**src/rtl/isc_pkg.sv**
```systemverilog
// Shared encodings for the set-compare unit.
// Assumes relation codes and merge codes are fixed by the instruction encoding.
package isc_pkg;

    typedef enum logic [2:0] {
        CMP_NEVER  = 3'd0,
        CMP_LT     = 3'd1,
        CMP_EQ     = 3'd2,
        CMP_LE     = 3'd3,
        CMP_GT     = 3'd4,
        CMP_NE     = 3'd5,
        CMP_GE     = 3'd6,
        CMP_ALWAYS = 3'd7
    } cmp_e;

    typedef enum logic [1:0] {
        MRG_AND = 2'd0,
        MRG_OR  = 2'd1,
        MRG_XOR = 2'd2,
        MRG_BAD = 2'd3
    } merge_e;

    // Map an ordering (less / equal) onto a relation code.
    function automatic logic pick_rel(input cmp_e op, input logic lt, input logic eq);
        logic gt;
        gt = !lt && !eq;
        case (op)
            CMP_NEVER:  pick_rel = 1'b0;
            CMP_LT:     pick_rel = lt;
            CMP_EQ:     pick_rel = eq;
            CMP_LE:     pick_rel = lt || eq;
            CMP_GT:     pick_rel = gt;
            CMP_NE:     pick_rel = !eq;
            CMP_GE:     pick_rel = !lt;
            default:    pick_rel = 1'b1;
        endcase
    endfunction

endpackage

```
**src/rtl/isc_plain_cmp.sv**
```systemverilog
// Plain-mode relation evaluator: signed or unsigned compare of a against b.
// Assumes purely combinational use; incoming chain flags are not consulted.
module isc_plain_cmp
    import isc_pkg::*;
#(
    parameter int DATA_W = 32
) (
    input  logic [DATA_W-1:0] a,
    input  logic [DATA_W-1:0] b,
    input  logic              sgn,
    input  cmp_e              op,
    output logic              hit
);

    logic lt;
    logic eq;

    // Order the operands under the selected signedness.
    always_comb begin
        if (sgn) lt = $signed(a) < $signed(b);
        else     lt = a < b;
        eq  = (a == b);
        hit = pick_rel(op, lt, eq);
    end

endmodule

```
**src/rtl/isc_chain_cmp.sv**
```systemverilog
// Chained-mode relation evaluator for one slice of a wide compare.
// Assumes carry_in / zero_in were left by the lower-order slice of the same compare.
module isc_chain_cmp
    import isc_pkg::*;
#(
    parameter int DATA_W = 32
) (
    input  logic [DATA_W-1:0] a,
    input  logic [DATA_W-1:0] b,
    input  logic              sgn,
    input  logic              carry_in,
    input  logic              zero_in,
    input  cmp_e              op,
    output logic              hit
);

    localparam int MSB = DATA_W - 1;

    logic [DATA_W-1:0] diff;
    logic              neg;
    logic              dz;
    logic              flip;
    logic              lt_base;
    logic              gt_base;
    logic              ge_base;
    logic              eq_chain;
    logic              eq_broken;

    // Difference with borrow chained from the lower slice.
    always_comb begin
        diff = a + ~b + {{(DATA_W-1){1'b0}}, carry_in};
        neg  = diff[MSB];
        dz   = (diff == '0);
        flip = !sgn && (a[MSB] ^ b[MSB]);
    end

    // Base tests, swapped when unsigned operands disagree in their top bit.
    always_comb begin
        lt_base   = flip ? !neg        : neg;
        gt_base   = flip ? (neg || dz) : (!neg && !dz);
        ge_base   = flip ? neg         : !neg;
        eq_chain  = dz && zero_in;
        eq_broken = dz && !zero_in;
    end

    // Relation select.
    always_comb begin
        case (op)
            CMP_NEVER:  hit = 1'b0;
            CMP_LT:     hit = lt_base;
            CMP_EQ:     hit = eq_chain;
            CMP_LE:     hit = lt_base || eq_chain;
            CMP_GT:     hit = gt_base || eq_broken;
            CMP_NE:     hit = !dz || eq_broken;
            CMP_GE:     hit = ge_base || eq_chain;
            default:    hit = 1'b1;
        endcase
    end

endmodule

```
**src/rtl/isc_merge.sv**
```systemverilog
// Merges the compare outcome with a predicate and encodes the result word.
// Assumes the caller rejects the reserved merge code via bad_sel.
module isc_merge
    import isc_pkg::*;
#(
    parameter int                DATA_W    = 32,
    parameter logic [DATA_W-1:0] FLOAT_ONE = 32'h3F80_0000
) (
    input  logic              cmp_hit,
    input  logic              pred_in,
    input  logic              pred_inv,
    input  merge_e            sel,
    input  logic              float_sel,
    output logic [DATA_W-1:0] value,
    output logic              bad_sel
);

    localparam logic [DATA_W-1:0] ALL_ONES = '1;

    logic pred_eff;
    logic pass;

    // Boolean merge of outcome and effective predicate.
    always_comb begin
        pred_eff = pred_in ^ pred_inv;
        bad_sel  = 1'b0;
        case (sel)
            MRG_AND: pass = cmp_hit & pred_eff;
            MRG_OR:  pass = cmp_hit | pred_eff;
            MRG_XOR: pass = cmp_hit ^ pred_eff;
            default: begin
                pass    = 1'b0;
                bad_sel = 1'b1;
            end
        endcase
    end

    // Result encoding: mask or float one on pass, zero otherwise.
    always_comb begin
        if (!pass)          value = '0;
        else if (float_sel) value = FLOAT_ONE;
        else                value = ALL_ONES;
    end

endmodule

```
**src/rtl/isc_set_cmp.sv**
```systemverilog
// Set-compare unit top: selects plain or chained compare, merges with the
// predicate, and registers result, zero flag and illegal-operation pulse.
// Assumes one operation per op_valid cycle; synchronous active-low reset.
module isc_set_cmp
    import isc_pkg::*;
#(
    parameter int                DATA_W    = 32,
    parameter logic [DATA_W-1:0] FLOAT_ONE = 32'h3F80_0000
) (
    input  logic              clk,
    input  logic              rst_n,
    input  logic              op_valid,
    input  logic [DATA_W-1:0] src_a,
    input  logic [DATA_W-1:0] src_b,
    input  logic [2:0]        cmp_sel,
    input  logic              is_signed,
    input  logic              chain_en,
    input  logic              carry_in,
    input  logic              zero_in,
    input  logic              pred_in,
    input  logic              pred_inv,
    input  logic [1:0]        bool_sel,
    input  logic              float_sel,
    input  logic              cc_en,
    output logic              res_valid,
    output logic [DATA_W-1:0] res_data,
    output logic              zero_flag,
    output logic              err_illegal
);

    logic              hit_plain;
    logic              hit_chain;
    logic              hit;
    logic [DATA_W-1:0] value;
    logic              bad_sel;
    logic              illegal;

    isc_plain_cmp #(.DATA_W(DATA_W)) u_plain (
        .a   (src_a),
        .b   (src_b),
        .sgn (is_signed),
        .op  (cmp_e'(cmp_sel)),
        .hit (hit_plain)
    );

    isc_chain_cmp #(.DATA_W(DATA_W)) u_chain (
        .a        (src_a),
        .b        (src_b),
        .sgn      (is_signed),
        .carry_in (carry_in),
        .zero_in  (zero_in),
        .op       (cmp_e'(cmp_sel)),
        .hit      (hit_chain)
    );

    isc_merge #(.DATA_W(DATA_W), .FLOAT_ONE(FLOAT_ONE)) u_merge (
        .cmp_hit   (hit),
        .pred_in   (pred_in),
        .pred_inv  (pred_inv),
        .sel       (merge_e'(bool_sel)),
        .float_sel (float_sel),
        .value     (value),
        .bad_sel   (bad_sel)
    );

    // Mode select and illegal-combination detection.
    always_comb begin
        hit     = chain_en ? hit_chain : hit_plain;
        illegal = bad_sel || (cc_en && chain_en);
    end

    // Output registers: result, valid pulse, error pulse and zero flag.
    always_ff @(posedge clk) begin
        if (!rst_n) begin
            res_valid   <= 1'b0;
            res_data    <= '0;
            zero_flag   <= 1'b0;
            err_illegal <= 1'b0;
        end else begin
            res_valid   <= op_valid;
            err_illegal <= op_valid && illegal;
            if (op_valid) begin
                res_data <= illegal ? '0 : value;
                if (cc_en && !illegal) zero_flag <= (value == '0);
            end
        end
    end

endmodule

```
**config.mk**
```make
export PLATFORM = sky130hd
export DESIGN_NAME = isc_set_cmp
export DESIGN_NICKNAME = d
export VERILOG_FILES = /design/src/rtl/isc_pkg.sv /design/src/rtl/isc_plain_cmp.sv /design/src/rtl/isc_chain_cmp.sv /design/src/rtl/isc_merge.sv /design/src/rtl/isc_set_cmp.sv
export SDC_FILE = /design/constraint.sdc
export NUM_CORES = 1
export LEC_CHECK = 0
export BUFFER_PORTS_ARGS = -buffer_cell sky130_fd_sc_hd__buf_2
export CELL_PAD_IN_SITES_DETAIL_PLACEMENT = 1
export CELL_PAD_IN_SITES_GLOBAL_PLACEMENT = 1
export CORE_UTILIZATION = 31
export CTS_CLUSTER_SIZE = 10
export DETAILED_ROUTE_END_ITERATION = 6
export HOLD_SLACK_MARGIN = 0.08
export PLACE_DENSITY_LB_ADDON = 0.1
export SLEW_MARGIN = 25
export SYNTH_ARGS = -nofsm -noshare
export SYNTH_HDL_FRONTEND = slang
export SYNTH_SLANG_ARGS = --single-unit
```
**constraint.sdc**
```tcl
create_clock -name clk -period 4 [get_ports clk]
set_clock_uncertainty 0.15 [all_clocks]
set_input_delay 0.6 -clock clk [delete_from_list [all_inputs] [get_ports clk]]
set_output_delay 0.6 -clock clk [all_outputs]
set_load 0.005 [all_outputs]
```
==> impl_metrics.py <==
metrics = {
    "routing": {
        "drt_pass1_iterations": 4,
        "vias": 3962,
        "ant_nets": 0,
        "first_iter_violations": 103,
        "avgViaCountPerCell": 5.20,
        "wire_per_inst_microns": 14.5,
        "drcViolationCount": 0,
        "drt_wl_total_microns": 11000,
    },
    "critical_path": {
        "worst-path-stages": 18,
        "cp_slowest_cell": "a221o_1",
        "critical_path_class": "in -> reg",
        "crit_family": "compound AO/OA/AOI/OAI gates",
        "start_kind": "primary input",
        "rr_endpoint": "res_data[30]",
        "arrival_ns": 4.22,
        "reg2reg_slack_ns": 2.73,
        "reg2reg_depth": 3,
        "path_buf_inv": 2,
        "crit_path_end_kind": "flop",
        "slowest_delay_ns": 0.32,
        "worstPathRequired_ns": 3.96,
        "worstPathCellList": "buf_2, ha_1, nor2b_1, o2111ai_1, a211oi_2, o21ai_1, nand3_2, a211o_1, a32oi_1, nor4b_2, buf_4, and3_1, o211a_1, ha_1, a221o_1, nand3_2, o22ai_1, and2_1",
        "r2r-start": "res_data[30]",
        "cp_max_fo": 6,
    },
    "clocking": {
        "clk_latency_ns": 0.22,
        "cts_buffers": 3,
        "h-tree-depth": 1,
        "cts_tree": "built",
        "clock-sinks": 5,
        "clk_pin_slew_ns": 0.03,
        "cts_root_buffer": "clkbuf_8",
        "clk_path_buf_depth": 2,
    },
    "yosys": {
        "yosysWarnings": 0,
        "synth-seq-area-share": 0.0335,
        "synth-edff-count": 0,
        "ys_types": 70,
        "syn_avg_cell_area_sq_um": 6.77,
        "syn-cell-area_sq_um": 2990,
        "syn-num-nets": 557,
        "async_flop_share": 0,
        "ys.flop_type": "dfxtp_1",
        "synthCells": 441,
        "synth-seq-cells": 5,
    },
    "timing": {
        "worst_slack_ns": -0.261,
        "setup_viol": 3,
        "hold_violations": 0,
        "fin_crit_ns": 4.26,
        "fin_crit_sh": 1.07,
        "fmaxAchievable_mhz": 235,
        "worst_pin_slew_ns": 0.562,
        "rsz0062_at_grt": "yes",
        "maxSlewHeadroom": 0.625,
        "finalMaxSlewViolations": 0,
    },
    "placed_design": {
        "dp.cells": 755,
        "gp_congestion": 0.907,
        "numPortBuffers": 114,
        "dp.final_hpwl_microns": 9790,
        "place_area_sq_um": 4340,
    },
    "grt": {
        "overflow": 0,
        "busiest_layer": "met2",
        "grt.total_usage": 0.218,
        "grt_max_degree": 27,
        "grt_use_met2": 0.424,
        "grt_first_pass_wirelength_microns": 18200,
        "grt_pass1_vias": 4036,
        "antenna_found_initial": 0,
        "grtUsageMet3": 0.00766,
        "use_met1": 0.262,
    },
    "min_path": {
        "holdCritStartpoint": "zero_flag",
        "min_path_type": "reg -> reg",
        "whs_endpoint": "zero_flag",
        "whs_path_depth": 2,
    },
    "cells_and_area": {
        "final_cells": 762,
        "drive_above_1_share": 0.428,
        "layout.nets": 750,
        "final_common_cell": "buf_4",
        "area_growth_syn_to_layout_pct": 49.8,
        "design_area_sq_um": 4470,
        "antennaDiodeCount": 0,
        "final_cell_mix": "buf_4, buf_2, inv_1, nand2_1, a21oi_1",
        "n_fill_cell": 1283,
    },
    "die": {
        "fp.coreArea_sq_um": 9280,
        "rows": 35,
        "die_y_microns": 100,
        "die_x_microns": 100,
        "dieArea_sq_um": 10000,
        "ios": 115,
        "initial_core_util": 0.322,
    },
    "run": {
        "drv_cap": 0,
    },
    "power": {
        "p_leak_nw": 2.33,
        "p_per_area_nw_per_um2": 184,
        "irDropWorstVdd_v": 0.0000994,
    },
    "status": {
        "status": "complete, but fails checks",
        "failed_checks": "negative setup slack",
    },
}
## how the worst max path moves through the flow
stage,to,from
global placement,res_data[30],src_a[0]
CTS,res_data[30],src_a[0]
detailed placement,res_data[30],src_a[0]
finish,res_data[30],src_a[1]
global route,res_data[30],src_a[0]
floorplan,res_data[30],src_a[0]
## tightest hold or removal path: stages (launching register included)
cell and delay [ns]:
dfxtp_1 0.32, a31oi_1 0.04, nor2_1 0.09
## cell usage after synthesis (3+ instances only)
master / count / share of area
a22oi_1: 3 / 0.0075
xnor2_1: 7 / 0.021
buf_4: 30 / 0.075
a21oi_1: 37 / 0.062
o221ai_1: 4 / 0.012
inv_1: 43 / 0.054
nand4_1: 17 / 0.036
ha_1: 34 / 0.14
nand3_1: 6 / 0.010
o21a_1: 11 / 0.028
o22ai_1: 3 / 0.0063
nor4_1: 3 / 0.0063
a21o_1: 11 / 0.028
xor2_1: 9 / 0.026
buf_2: 12 / 0.020
nor2b_1: 10 / 0.021
and3_1: 4 / 0.0084
o21ai_0: 21 / 0.035
o211ai_1: 5 / 0.013
dfxtp_1: 5 / 0.034
nand2_1: 40 / 0.050
or3_1: 3 / 0.0063
o21ai_1: 4 / 0.0067
nor2_1: 22 / 0.028
o21bai_1: 3 / 0.0075
o21ba_2: 3 / 0.010
nor3_1: 13 / 0.022
a31oi_1: 7 / 0.015
nand2b_1: 11 / 0.023
and2_1: 5 / 0.010
clkbuf_1: 5 / 0.0063
## cells by family (layout without fill, tap and decap cells)
| kind of cell | after synthesis | after routing | synth area share |
|---|---|---|---|
| AOI/OAI and AO/OA | 144 | 144 | 0.340 |
| xor gates and xnor gates | 16 | 16 | 0.0469 |
| adders and majority gates | 36 | 36 | 0.156 |
| buffers and inverters | 91 | 283 | 0.158 |
| DFF | 5 | 5 | 0.0335 |
| muxes | 2 | 2 | 0.00671 |
| and+or+nand+nor | 147 | 147 | 0.259 |
## per-stage QoR
stage                     total power (W)  utilization  setup WS (ns)  hold slack (ns)  setup TNS [ns]
final                            0.000823        0.482         -0.261            0.346          -0.631
after global routing             0.000894        0.482         -0.554            0.390           -1.51
after CTS                        0.000824        0.480         -0.272            0.363          -0.675
after detailed placement         0.000712        0.468         -0.746            0.355           -2.06
after global placement           0.000690        0.468         -0.680            0.320           -1.86
after floorplan                  0.000416            -         -0.213            0.326          -0.420
## layer usage
layer  share of wire  vias up
li1                -     1959
met3           0.038       14
met4           0.014        0
met2            0.51      113
met1            0.44     1876
met5               0        -
## where the power goes
group	switching, W	internal, W	leakage (nW)	total (W)
combinational	0.000337	0.000338	2.27	0.000675
sequential	0.00000347	0.0000530	0.0410	0.0000564
clock	0.0000237	0.0000683	0.0228	0.0000920
## cell type report
type	instances	area, sq um	share of cell area
flip-flops and latches	5	100	0.0224
clock buffers	4	45.0	0.0101
inverters	43	176	0.0394
repair buffers	236	1500	0.336
multi-input cells	345	2490	0.556
well taps	129	161	0.0361
## what timing repair did
item | 4_1_cts | 5_1_grt
endpoints found under the setup margin | 3 | 3
hold buffers | 0 | 0
buffers inserted | 3 | 0
pin swaps | 20 | 4
gates resized for setup | 15 | 2
hold endpoints to repair | 0 | 0
## flip-flops by register name, indices dropped and copies added (netlist names)
register	count
err_illegal	1
zero_flag	1
res_valid	1
res_data	2
(Power assumes the default switching activity.)
